### config.mk
export PLATFORM = sky130hd
export DESIGN_NAME = zc_volume
export DESIGN_NICKNAME = d
export VERILOG_FILES = /design/src/rtl/zcv_pkg.sv /design/src/rtl/zcv_gain_rom.sv /design/src/rtl/zcv_scaler.sv /design/src/rtl/zcv_update_ctl.sv /design/src/rtl/zc_volume.sv
export SDC_FILE = /design/constraint.sdc
export NUM_CORES = 1
export LEC_CHECK = 0
export ABC_CLOCK_PERIOD_IN_PS = 13800
export BUFFER_PORTS_ARGS = -buffer_cell sky130_fd_sc_hd__buf_2
export CAP_MARGIN = 20
export CORE_MARGIN = 2
export CORE_UTILIZATION = 53
export CTS_CLUSTER_DIAMETER = 200
export DETAILED_ROUTE_END_ITERATION = 10
export PLACE_DENSITY = 0.69
export SLEW_MARGIN = 40
export SYNTH_ARGS = -nofsm -noshare
export SYNTH_HDL_FRONTEND = slang
export SYNTH_SLANG_ARGS = --single-unit
### constraint.sdc
create_clock -name clk -period 13.8 [get_ports clk]
set_clock_uncertainty 0.15 [all_clocks]
set_input_delay 1.38 -clock clk [delete_from_list [all_inputs] [get_ports clk]]
set_output_delay 1.38 -clock clk [all_outputs]
set_load 0.01 [all_outputs]
### src/rtl/zcv_pkg.sv
package zcv_pkg;

    localparam int unsigned ZCV_FRAC_W = 12;
    localparam int unsigned ZCV_MULT_W = 15;
    localparam int unsigned ZCV_CODES  = 32;

    // Q12 scale per code, 1.5 dB per step, code 23 = unity
    localparam logic [ZCV_MULT_W-1:0] ZCV_GAIN_Q12 [ZCV_CODES] = '{
        15'd77,    15'd92,    15'd109,   15'd130,
        15'd154,   15'd183,   15'd217,   15'd258,
        15'd307,   15'd365,   15'd434,   15'd516,
        15'd613,   15'd728,   15'd866,   15'd1029,
        15'd1223,  15'd1453,  15'd1727,  15'd2053,
        15'd2440,  15'd2900,  15'd3446,  15'd4096,
        15'd4868,  15'd5786,  15'd6876,  15'd8173,
        15'd9713,  15'd11544, 15'd13720, 15'd16306
    };

    typedef struct packed {
        logic [4:0] cur;
        logic [4:0] pend_code;
        logic       pend;
        logic [7:0] cnt;
        logic [4:0] last_req;
        logic       prev_neg;
    } zcv_ctl_t;

endpackage

### src/rtl/zcv_gain_rom.sv
module zcv_gain_rom
    import zcv_pkg::*;
#(
    parameter int unsigned CODE_W = 5
) (
    input  logic [CODE_W-1:0]     code,
    output logic [ZCV_MULT_W-1:0] mult
);
    localparam int unsigned NUM = 1 << CODE_W;

    logic [ZCV_MULT_W-1:0] table_w [NUM];

    for (genvar i = 0; i < NUM; i++) begin : g_entry
        assign table_w[i] = ZCV_GAIN_Q12[i];
    end

    assign mult = table_w[code];
endmodule

### src/rtl/zcv_scaler.sv
module zcv_scaler #(
    parameter int unsigned DATA_W = 16,
    parameter int unsigned MULT_W = 15,
    parameter int unsigned FRAC_W = 12
) (
    input  logic [DATA_W-1:0] x,
    input  logic [MULT_W-1:0] m,
    output logic [DATA_W-1:0] y
);
    localparam int unsigned PROD_W = DATA_W + MULT_W + 1;
    localparam logic signed [PROD_W-1:0] MAX_V = PROD_W'((1 << (DATA_W-1)) - 1);
    localparam logic signed [PROD_W-1:0] MIN_V = -PROD_W'(1 << (DATA_W-1));

    logic signed [PROD_W-1:0] prod;
    logic signed [PROD_W-1:0] shifted;

    always_comb begin
        prod    = PROD_W'($signed(x)) * $signed({{(PROD_W-MULT_W){1'b0}}, m});
        shifted = prod >>> FRAC_W;
        if (shifted > MAX_V) begin
            y = MAX_V[DATA_W-1:0];
        end else if (shifted < MIN_V) begin
            y = MIN_V[DATA_W-1:0];
        end else begin
            y = shifted[DATA_W-1:0];
        end
    end
endmodule

### src/rtl/zcv_update_ctl.sv
module zcv_update_ctl
    import zcv_pkg::*;
#(
    parameter int unsigned DATA_W     = 16,
    parameter int unsigned TIMEOUT    = 256,
    parameter int unsigned RESET_CODE = 23
) (
    input  logic              clk,
    input  logic              rst_n,
    input  logic              smp_valid,
    input  logic [DATA_W-1:0] smp_in,
    input  logic [4:0]        gain_req,
    output logic [4:0]        code_use,
    output logic [4:0]        gain_cur
);
    localparam int unsigned CNT_W = $clog2(TIMEOUT);
    localparam logic [CNT_W-1:0] CNT_LAST = CNT_W'(TIMEOUT - 1);

    zcv_ctl_t ctl_d, ctl_q;
    logic     zc, apply;

    always_comb begin
        zc    = smp_valid && ((smp_in == '0) || (smp_in[DATA_W-1] != ctl_q.prev_neg));
        apply = smp_valid && ctl_q.pend && (zc || (ctl_q.cnt[CNT_W-1:0] == CNT_LAST));
        code_use = apply ? ctl_q.pend_code : ctl_q.cur;

        ctl_d = ctl_q;
        if (smp_valid) begin
            ctl_d.prev_neg = smp_in[DATA_W-1];
            if (ctl_q.pend) begin
                if (apply) begin
                    ctl_d.cur  = ctl_q.pend_code;
                    ctl_d.pend = 1'b0;
                    ctl_d.cnt  = '0;
                end else begin
                    ctl_d.cnt = ctl_q.cnt + 8'd1;
                end
            end
        end
        if (gain_req != ctl_q.last_req) begin
            ctl_d.last_req  = gain_req;
            ctl_d.pend_code = gain_req;
            ctl_d.pend      = 1'b1;
            ctl_d.cnt       = '0;
        end
    end

    always_ff @(posedge clk) begin
        if (!rst_n) begin
            ctl_q.cur       <= 5'(RESET_CODE);
            ctl_q.pend_code <= 5'(RESET_CODE);
            ctl_q.pend      <= 1'b0;
            ctl_q.cnt       <= '0;
            ctl_q.last_req  <= 5'(RESET_CODE);
            ctl_q.prev_neg  <= 1'b0;
        end else begin
            ctl_q <= ctl_d;
        end
    end

    assign gain_cur = ctl_q.cur;

    // applied code only moves on a strobe while something is pending
    a_r6_change_on_strobe: assert property (@(posedge clk) disable iff (!rst_n)
        (ctl_q.cur != $past(ctl_q.cur)) |-> ($past(smp_valid) && $past(ctl_q.pend)));

    // the new applied code is the one that was pending
    a_r5_takes_pending: assert property (@(posedge clk) disable iff (!rst_n)
        (ctl_q.cur != $past(ctl_q.cur)) |-> (ctl_q.cur == $past(ctl_q.pend_code)));

    // a full count forces the pending code in
    a_r7_timeout_apply: assert property (@(posedge clk) disable iff (!rst_n)
        (smp_valid && ctl_q.pend && ctl_q.cnt[CNT_W-1:0] == CNT_LAST && gain_req == ctl_q.last_req)
        |=> (!ctl_q.pend && ctl_q.cur == $past(ctl_q.pend_code)));
endmodule

### src/rtl/zc_volume.sv
module zc_volume
    import zcv_pkg::*;
#(
    parameter int unsigned DATA_W     = 16,
    parameter int unsigned CODE_W     = 5,
    parameter int unsigned TIMEOUT    = 256,
    parameter int unsigned RESET_CODE = 23
) (
    input  logic              clk,
    input  logic              rst_n,
    input  logic              smp_valid,
    input  logic [DATA_W-1:0] smp_in,
    input  logic [CODE_W-1:0] gain_req,
    output logic              out_valid,
    output logic [DATA_W-1:0] smp_out,
    output logic [CODE_W-1:0] gain_cur
);
    typedef struct packed {
        logic              valid;
        logic [DATA_W-1:0] data;
    } out_t;

    logic [CODE_W-1:0]     code_use;
    logic [ZCV_MULT_W-1:0] mult;
    logic [DATA_W-1:0]     scaled;
    out_t                  out_d, out_q;

    zcv_update_ctl #(
        .DATA_W(DATA_W), .TIMEOUT(TIMEOUT), .RESET_CODE(RESET_CODE)
    ) u_ctl (
        .clk(clk), .rst_n(rst_n), .smp_valid(smp_valid), .smp_in(smp_in),
        .gain_req(gain_req), .code_use(code_use), .gain_cur(gain_cur)
    );

    zcv_gain_rom #(.CODE_W(CODE_W)) u_rom (.code(code_use), .mult(mult));

    zcv_scaler #(
        .DATA_W(DATA_W), .MULT_W(ZCV_MULT_W), .FRAC_W(ZCV_FRAC_W)
    ) u_scale (.x(smp_in), .m(mult), .y(scaled));

    always_comb begin
        out_d       = out_q;
        out_d.valid = smp_valid;
        if (smp_valid) begin
            out_d.data = scaled;
        end
    end

    always_ff @(posedge clk) begin
        if (!rst_n) begin
            out_q <= '0;
        end else begin
            out_q <= out_d;
        end
    end

    assign out_valid = out_q.valid;
    assign smp_out   = out_q.data;

    // one output strobe per input strobe, one clock later
    a_r3_strobe_follows: assert property (@(posedge clk) disable iff (!rst_n)
        out_valid == $past(smp_valid));

    // a zero sample scales to zero at every code
    a_r2_zero_stays_zero: assert property (@(posedge clk) disable iff (!rst_n)
        (smp_valid && smp_in == '0) |=> (smp_out == '0));

    // without a strobe the output holds
    a_r9_hold_idle: assert property (@(posedge clk) disable iff (!rst_n)
        !smp_valid |=> $stable(smp_out));
endmodule

* Word level (Yosys, flattened, before mapping)
Memory sizes are Yosys's and may differ from the RTL's.
Cells that the tools add are included.
** Word-level totals
- ROM bits :: 480
- Input port bits :: 24
- Bits in registers :: 37
- Memories kept :: 1
- Output and inout bits :: 22
- Word-level logic and storage cells :: 37
** Memories
- (name not given) :: depth 32, width 15, read ports 1, clocked after Yosys merged registers in 0, write ports 0, RTL line zcv_gain_rom.sv:17 : assign mult = table_w[code];
** Cells by class
- Reductions and logical operators :: 9
- Add/sub/neg operators :: 1
- Multiply operators :: 1
- Mux-type cells :: 10
- Bitwise operators :: 2
- Magnitude comparators :: 3
- Equality and inequality tests :: 3
** Operators with widths (count)
- 16-bit by 16-bit multiplier with 32-bit output :: 1
- 16-bit two-way mux :: 2
- 15-bit two-way mux :: 2
- 20-bit by 16-bit > comparator with 1-bit output (second input constant) :: 1
- 20-bit by 16-bit < comparator with 1-bit output (second input constant) :: 1
- 9-bit two-way mux :: 2
- 16-bit logical NOT :: 1
- 14-bit two-way mux :: 1
- 8-bit by 1-bit adder with 8-bit output (second input constant) :: 1
- 8-bit == test (second input constant) :: 1
- 8-bit two-way mux :: 1
- 6-bit greater-or-equal comparator (second input constant) :: 1
- 5-bit NOT with 6-bit output :: 1
- 5-bit two-way mux :: 1
- 5-bit != test :: 1
- 1-bit logical AND :: 3
- 1-bit logical OR :: 2
- 2-bit AND reduction :: 1
- 2-bit nonzero test :: 1
- 2-bit OR reduction :: 1
- 1-bit two-way mux :: 1
- 1-bit != test :: 1
- 1-bit NOT :: 1

* Logic depth before layout (Yosys ltp)
Gate-level depths: netlist of run 1.
- Depth after elaboration :: 14
- Gate-level depth with buffers :: 41
- Gate-level depth less buffers :: 38

* By module
A second synthesis of run 1 with hierarchy kept.
** Unflattened totals
- Cells, all modules :: 1340
- Area total of the unflattened synthesis :: 11960.2 um^2
** Modules (own cells, without submodules)
- zcv_scaler :: cells an instance 1080, seq. area each 0.0 um^2, area an instance 9643.0 um^2, instances 1
- zcv_update_ctl :: cells an instance 111, seq. area each 400.4 um^2, area an instance 1004.7 um^2, instances 1
- zcv_gain_rom :: cells an instance 96, seq. area each 0.0 um^2, area an instance 669.4 um^2, instances 1
- zc_volume :: cells an instance 53, seq. area each 340.3 um^2, area an instance 643.1 um^2, instances 1

* Worst setup path before layout of run 1
No wires, ideal clock.
- Kind :: input-to-reg
- From :: input smp_in[15]
- To :: register out_q, in the netlist smp_out[10]
- Library setup time :: 0.122 ns
- Buffers on the path :: 4
- Stages :: 37
- Required time :: 13.528 ns
- Data arrival time :: 10.237 ns
- Setup slack :: 3.291 ns
- Path through :: buf_6 -> nor4_4 -> nand4_4 -> a21oi_4 -> mux2i_1 -> inv_1 -> ha_1 -> clkbuf_1 -> o21ai_0 -> o21ai_0 -> a21oi_1 -> o21ai_0 -> and2_1 -> inv_1 -> fa_1 -> fa_1 -> inv_1 -> fa_1 -> fa_1 -> fa_1 -> inv_1 -> fa_1 -> inv_1 -> ha_1 -> clkbuf_1 -> a21o_1 -> a21o_1 -> a21o_1 -> a21o_1 -> a21o_1 -> a21o_1 -> a211oi_1 -> a21bo_2 -> and3_1 -> a21boi_4 -> buf_6 -> a21oi_2
** On the way
- Longest elaborated chain between the ends :: 14
- Elaborated cells on any way between the ends :: 16
- Those cells by class :: 1 x mul; 2 x order compare; 1 x eq/ne; 5 x mux; 1 x bitwise; 5 x reduce/logical; 1 x memory
** Ends and longest elaborated chain
- start, declared :: RTL line zc_volume.sv:12 : input logic [DATA_W-1:0] smp_in,
- 16-bit logical NOT / 1-bit != test (equally long branches) :: RTL line zcv_update_ctl.sv:23 : zc = smp_valid && ((smp_in == '0) || (smp_in[DATA_W-1] != ctl_q.prev_neg));
- 1-bit logical OR :: RTL line zcv_update_ctl.sv:23
- 1-bit logical AND :: RTL line zcv_update_ctl.sv:23
- 1-bit logical OR :: RTL line zcv_update_ctl.sv:24 : apply = smp_valid && ctl_q.pend && (zc || (ctl_q.cnt[CNT_W-1:0] == CNT_LAST));
- 1-bit logical AND :: RTL line zcv_update_ctl.sv:24
- 5-bit two-way mux :: RTL line zcv_update_ctl.sv:25 : code_use = apply ? ctl_q.pend_code : ctl_q.cur;
- 5-bit NOT with 6-bit output (not written as such) :: RTL line zcv_gain_rom.sv:17
- memory 32 x 15 bit
- 15-bit two-way mux (not written as such) (2 in series) :: RTL line zcv_gain_rom.sv:17
- 16-bit by 16-bit multiplier with 32-bit output * :: RTL line zcv_scaler.sv:18 : prod = PROD_W'($signed(x)) * $signed({{(PROD_W-MULT_W){1'b0}}, m});
- 20-bit by 16-bit < comparator with 1-bit output :: RTL line zcv_scaler.sv:22 : end else if (shifted < MIN_V) begin
- 16-bit two-way mux :: RTL line zcv_scaler.sv:22
- 16-bit two-way mux * :: RTL line zcv_scaler.sv:20 : if (shifted > MAX_V) begin
- end signal, assigned :: RTL line zc_volume.sv:53 : out_q <= out_d;
- end, declared :: RTL line zc_volume.sv:26 : out_t out_d, out_q;
Every way passes the cells marked *; elsewhere a longest branch is shown, timed or not. The select of a mux whose other input is x is not followed.
A chain may end at the register's enable or synchronous reset.

* Worst setup path after layout of run 1
- From :: input smp_in[4]
- To :: register out_q, in the netlist smp_out[0]
** On the way
- Longest elaborated chain between the ends :: 14
- Elaborated cells on any way between the ends :: 15
- Those cells by class :: 1 x mul; 2 x order compare; 5 x mux; 1 x bitwise; 5 x reduce/logical; 1 x memory
** Ends and longest elaborated chain (RTL line)
- 16-bit logical NOT :: zcv_update_ctl.sv:23
- 1-bit logical OR :: zcv_update_ctl.sv:23
- 1-bit logical AND :: zcv_update_ctl.sv:23
- 1-bit logical OR :: zcv_update_ctl.sv:24
- 1-bit logical AND :: zcv_update_ctl.sv:24
- 5-bit two-way mux :: zcv_update_ctl.sv:25
- 5-bit NOT with 6-bit output (not written as such) :: zcv_gain_rom.sv:17
- memory 32 x 15 bit
- 15-bit two-way mux (not written as such) (2 in series) :: zcv_gain_rom.sv:17
- 16-bit by 16-bit multiplier with 32-bit output * :: zcv_scaler.sv:18
- 20-bit by 16-bit < comparator with 1-bit output :: zcv_scaler.sv:22
- 16-bit two-way mux :: zcv_scaler.sv:22
- 16-bit two-way mux * :: zcv_scaler.sv:20
Marked as above.

==> results.tsv, run 1 <==
stage	metric	value	unit
min_path	min_from	smp_out[15]$_SDFFE_PN0P_	
die	start_util	0.539	
die	die_w	153	um
sta	worstMarginPinSlew	790	ps
cts	clk_latency	280	ps
cts	path_clk_slew	60	ps
sta	finalHoldViolations	0	
logic_synthesis	synthCells	1369	
die	num_rows	54	
global_route	grt_use_total	0.264	
job	maxCapViolCount	0	
logic_synthesis	netlist_area	11800	sq um
logic_synthesis	synth_edf_count	0	
status	status	finished clean	
worst_setup_path	slowest_delay	670	ps
cts	cts_made_buffers	5	
detailed_routing	dr.pass1.iters	5	
worst_setup_path	crit_type	in -> reg	
sta	period_share	0.836	
logic_synthesis	synth_area_per_cell	8.59	sq um
cts	cts.htree.levels	2	
worst_setup_path	crit_start	smp_in[4]	
placement	hpwl	23.2	mm
cts	root_buffer	clkbuf_16	
cts	cts_setup_buffers	0	
cts	cts_buffer_depth	2	
logic_synthesis	yosysTopAreaCell	fa_1	
final_layout	diodes	0	
logic_synthesis	synth_seq_cells	37	
detailed_routing	routed_wl	29.2	mm
cts	post_cts_resize_count	0	
worst_setup_path	cp-start-kind	input pin	
logic_synthesis	yosysWarningCount	0	
global_route	grt_overflow_total	0	
sta	whs	328	ps
detailed_routing	wl_per_cell	17.7	um
logic_synthesis	yosysSeqAreaShare	0.0630	
logic_synthesis	yosysTopAreaCellShare	0.388	
logic_synthesis	synth.area.top_cells	fa_1 (39%), inv_1 (9.3%), ha_1 (9.0%), dfxtp_1 (6.3%), nand2_1 (5.9%)	
worst_setup_path	crit_required	13790	ps
sta	setup_viol	0	
sta	slew_headroom	0.462	
logic_synthesis	synth_fp_nets	1706	
worst_setup_path	crit_slowest_cell	mux2i_1	
final_layout	drive_gt1_frac	0.0884	
detailed_routing	ant_nets	0	
cts	holdBufCountCts	0	
sta	max_freq	86.7	MHz
placement	finalWeightedCongestion	0.944	
die	io_pins	46	
sta	rsz0062_at_grt	no	
sta	period_minus_slack	11530	ps
global_route	grt_first_pass_wirelength	49.9	mm
sta	fin_setup_tns	0	ps
worst_setup_path	cp_data_arrival_time	11520	ps
die	die_height	153	um
logic_synthesis	synth_cell_types	82	
final_layout	area_growth	4.98	%
worst_setup_path	cp-end-kind	flip-flop	
worst_setup_path	reg2reg_from	u_ctl.ctl_q[6]$_SDFFE_PP0P_	
cts	cts_tree	built	
global_route	grt_pass1_vias	9977	
sta	slew_violations	0	
detailed_routing	viasPerCell	5.57	
logic_synthesis	async_flop_share	0	
detailed_routing	drtIter0Drc	555	
cts	cts_sinks	37	
worst_setup_path	crit_fanout	16	
die	core	21800	sq um
global_route	antenna_found_initial	1	
global_route	grt_max_degree	32	
final_layout	fin_nets	1705	
detailed_routing	drc	0	
detailed_routing	vias	9192	
die	die_area	23400	sq um
logic_synthesis	yosys_most_used_dff	dfxtp_1	
final_layout	n_fill_cell	1998	
placement	numPortBuffers	45	
min_path	hp-class	reg -> reg	
placed cells by master, fill, tap and decap left out, drive strengths merged, types with 9 or more instances in the layout:
master  count
a21o       37
a21oi      55
and2       96
and3       24
buf        57
dfxtp      37
fa        228
ha         85
inv       293
mux2i      11
nand2     195
nand3      14
nand4      12
nor2       39
o211ai      9
o21ai      43
xnor2      17
xor2       15
per-layer routing:
metal  wire, um  GRT usage  part of all wire
met2      14500      0.464              0.50
met3       1700     0.0278             0.058
met1      11900      0.343              0.41
met5          0          0                 0
met4       1060     0.0864             0.036
final cells by class:
cell class              instances  area (sq um)  share of cell area
repair buffers                 57           315              0.0255
flip-flops and latches         37           741              0.0600
multi-input cells             975          9650               0.782
clock buffers                   5           125              0.0101
clock inverters                 3          68.8             0.00557
inverters                     292          1100              0.0889
well taps                     280           350              0.0284
synth_stat cells, drive strengths merged (3+ instances only):
library cell / number
a211oi: 6
dfxtp: 37
nor2b: 7
nand2b: 6
a22oi: 3
ha: 85
a221oi: 4
o41ai: 3
o211ai: 9
xnor2: 17
fa: 228
clkbuf: 54
nor2: 39
nor3: 7
inv: 292
a21o: 37
mux2i: 11
a21oi: 55
xor2: 15
and2: 96
o21ai: 43
nor4: 5
a31oi: 5
o21bai: 3
nand3: 14
and4: 5
nand4: 12
a21boi: 5
buf: 11
and3: 24
nand2: 195
cells by family after synthesis:
| kind of cell | share of synthesized area |
|---|---|
| AO/OA/AOI/OAI | 0.123 |
| XOR/XNOR | 0.0261 |
| adder cells (fa/ha/maj) | 0.478 |
| buffers and inverters | 0.119 |
| flip-flops | 0.0630 |
| multiplexers | 0.0117 |
| AND/OR/NAND/NOR | 0.179 |
final timing paths:
path                                                  to  slack (ps)  cells past startpoint
worst min-delay path            smp_out[15]$_SDFFE_PN0P_         330                      1
worst min register to register  smp_out[15]$_SDFFE_PN0P_         330                      1
worst max register to register   smp_out[0]$_SDFFE_PN0P_        3280                     35
worst max-delay path             smp_out[0]$_SDFFE_PN0P_        2270                     35
metrics by stage:
step | area [sq um] | setup slack [ps] | cells | utilization
global route | 12400 | 1660 | 1649 | 0.566
detailed placement | 12200 | 2070 | 1641 | 0.557
global placement | 12100 | 2180 | 1640 | 0.556
finish | 12400 | 2270 | 1649 | 0.566
CTS | 12400 | 2320 | 1649 | 0.566
floorplan | 11800 | 3290 | 1369 | -
sequential cells by signal, summed over array words and instances (netlist names):
register,flops
smp_out,16
u_ctl.ctl_q,15
u_ctl.gain_cur,5
out_valid,1
worst max-delay path, delay by kind of cell:
kind | cells | cell delay [ps]
compound gates | 15 | 3200
buf+inv | 7 | 1240
mux | 1 | 670
fa+ha+maj | 8 | 3910
simple gates | 4 | 1100
Power of run 1 is not shown: default switching activity piles up to over one toggle a cycle in this logic, so the estimate is an artifact.
==> inputs of run 2 (changes only) <==
ABC_CLOCK_PERIOD_IN_PS = 10300   (was 13800)
PLACE_DENSITY = 0.72   (was 0.69)
clock period = 10.3 ns   (was 13.8 ns; I/O delays follow)
==> run 2 against run 1 <==
Global-route usage grew 0.069 points. Sequential share of layout area shrank 0.19 points. Die area is the same. Critical path depth grew 3. Largest cell class unchanged. Non-clock buffer count grew 50. Final area grew 3.3%. Critical endpoint is now smp_out[14]$_SDFFE_PN0P_.
==> results.tsv, run 2 (same netlist as run 1, synthesis figures left out) <==
stage	metric	value	unit
die	core	21800	sq um
min_path	min_to	u_ctl.ctl_q[7]$_SDFFE_PP0P_	
global_route	grt_first_pass_wirelength	50.2	mm
worst_setup_path	cp_data_arrival_time	9860	ps
sta	finalHoldViolations	0	
cts	clk_latency	280	ps
worst_setup_path	r2r_cells	38	
sta	fin_ws	509	ps
placement	numPortBuffers	45	
worst_setup_path	cp_common_cell	fa_1	
sta	period_minus_slack	9790	ps
worst_setup_path	critical-path-top-delay-family	adder cells	
cts	holdBufCountCts	0	
min_path	hp-class	reg -> reg	
cts	root_buffer	clkbuf_16	
worst_setup_path	cp-end-kind	flip-flop	
detailed_routing	dr.pass1.iters	5	
worst_setup_path	reg2reg_from	u_ctl.ctl_q[6]$_SDFFE_PP0P_	
worst_setup_path	crit_fanout	16	
die	io_pins	46	
worst_setup_path	cp-start-kind	input pin	
worst_setup_path	timing.rr.end	smp_out[14]$_SDFFE_PN0P_	
cts	cts_made_buffers	5	
worst_setup_path	slowest_delay	530	ps
detailed_routing	ant_nets	0	
global_route	grt_use_total	0.265	
final_layout	layout_commonest_cell	inv_1	
placement	placedCellCount	1691	
min_path	hold_path_depth	2	
cts	cts_tree	built	
worst_setup_path	cp.buffers_inverters	8	
status	status	finished clean	
min_path	min_from	u_ctl.ctl_q[7]$_SDFFE_PP0P_	
global_route	grt_max_degree	32	
detailed_routing	vias	9234	
detailed_routing	drtIter0Drc	438	
die	start_util	0.539	
sta	period_share	0.951	
cts	path_clk_slew	60	ps
final_layout	area_growth	8.46	%
final_layout	fin_cells	1699	
final_layout	fin_nets	1755	
global_route	grt_pass1_vias	10100	
sta	whs	323	ps
job	maxCapViolCount	0	
final_layout	final_cell_mix	inv_1 (290), fa_1 (228), nand2_1 (186)	
worst_setup_path	crit_slowest_cell	fa_1	
sta	slew_violations	0	
detailed_routing	drc	0	
placement	finalWeightedCongestion	0.955	
sta	slew_headroom	0.494	
detailed_routing	routed_wl	29.5	mm
sta	setup_viol	0	
die	num_rows	54	
worst_setup_path	crit_required	10360	ps
cts	cts_sinks	37	
sta	max_freq	102	MHz
final_layout	n_fill_cell	2002	
worst_setup_path	r2r_slack	970	ps
cts	cts.htree.levels	2	
detailed_routing	wl_per_cell	17.3	um
cts	cts_buffer_depth	2	
final_layout	drive_gt1_frac	0.121	
die	die_height	153	um
final_layout	largest_reg_flops	16	
worst_setup_path	crit_type	in -> reg	
die	die_area	23400	sq um
placement	place_ws	50.5	ps
final_layout	diodes	0	
detailed_routing	viasPerCell	5.43	
global_route	grt_overflow_total	0	
sta	fin_setup_tns	0	ps
sta	worstMarginPinSlew	743	ps
placement	hpwl	24.4	mm
sta	rsz0062_at_grt	no	
global_route	antenna_found_initial	0	
die	die_w	153	um
run 2: metal layers:
layer	track usage	share of wire	vias to the layer above
met4	0.0789	0.036	0
met1	0.337	0.42	4641
met3	0.0298	0.043	50
met5	0	0	-
li1	-	-	4335
met2	0.476	0.51	208
run 2: repair_timing:
action | 4_1_cts | 5_1_grt
buffers inserted | 0 | 0
resized for setup | 0 | 9
endpoints found under the setup margin | 0 | 15
run 2: worst max path at each step:
| stage | cells past startpoint | startpoint | slack (ps) | endpoint |
|---|---|---|---|---|
| 3_5_place_dp | 34 | smp_in[3] | 50 | smp_out[14]$_SDFFE_PN0P_ |
| 6_report | 38 | smp_in[15] | 510 | smp_out[14]$_SDFFE_PN0P_ |
| 3_3_place_gp | 36 | smp_in[13] | 200 | smp_out[9]$_SDFFE_PN0P_ |
| 5_1_grt | 38 | smp_in[15] | 30 | smp_out[1]$_SDFFE_PN0P_ |
| 2_1_floorplan | 37 | smp_in[15] | 140 | smp_out[10]$_SDFFE_PN0P_ |
| 4_1_cts | 34 | smp_in[3] | 310 | smp_out[14]$_SDFFE_PN0P_ |
run 2: tightest hold or removal path, stage by stage, from the launching register on:
cell and delay, ps:
dfxtp_1 320, nand2_1 60, a21oi_1 50
run 2: stage by stage:
stage	area [sq um]	util
final	12800	0.585
after global routing	12800	0.585
after CTS	12700	0.582
after detailed placement	12500	0.575
after global placement	12500	0.575
after floorplan	11800	-
run 2: layout make-up:
cell class / count / area, sq um / share of cell area
clock inverter: 3 / 46.3 / 0.00363
sequential: 37 / 741 / 0.0580
clock buffer: 5 / 125 / 0.00980
timing repair buffer: 107 / 719 / 0.0564
multi-input combinational: 975 / 9680 / 0.759
tap: 280 / 350 / 0.0275
inverter: 292 / 1100 / 0.0861
Power of run 2 is left out for the same reason.
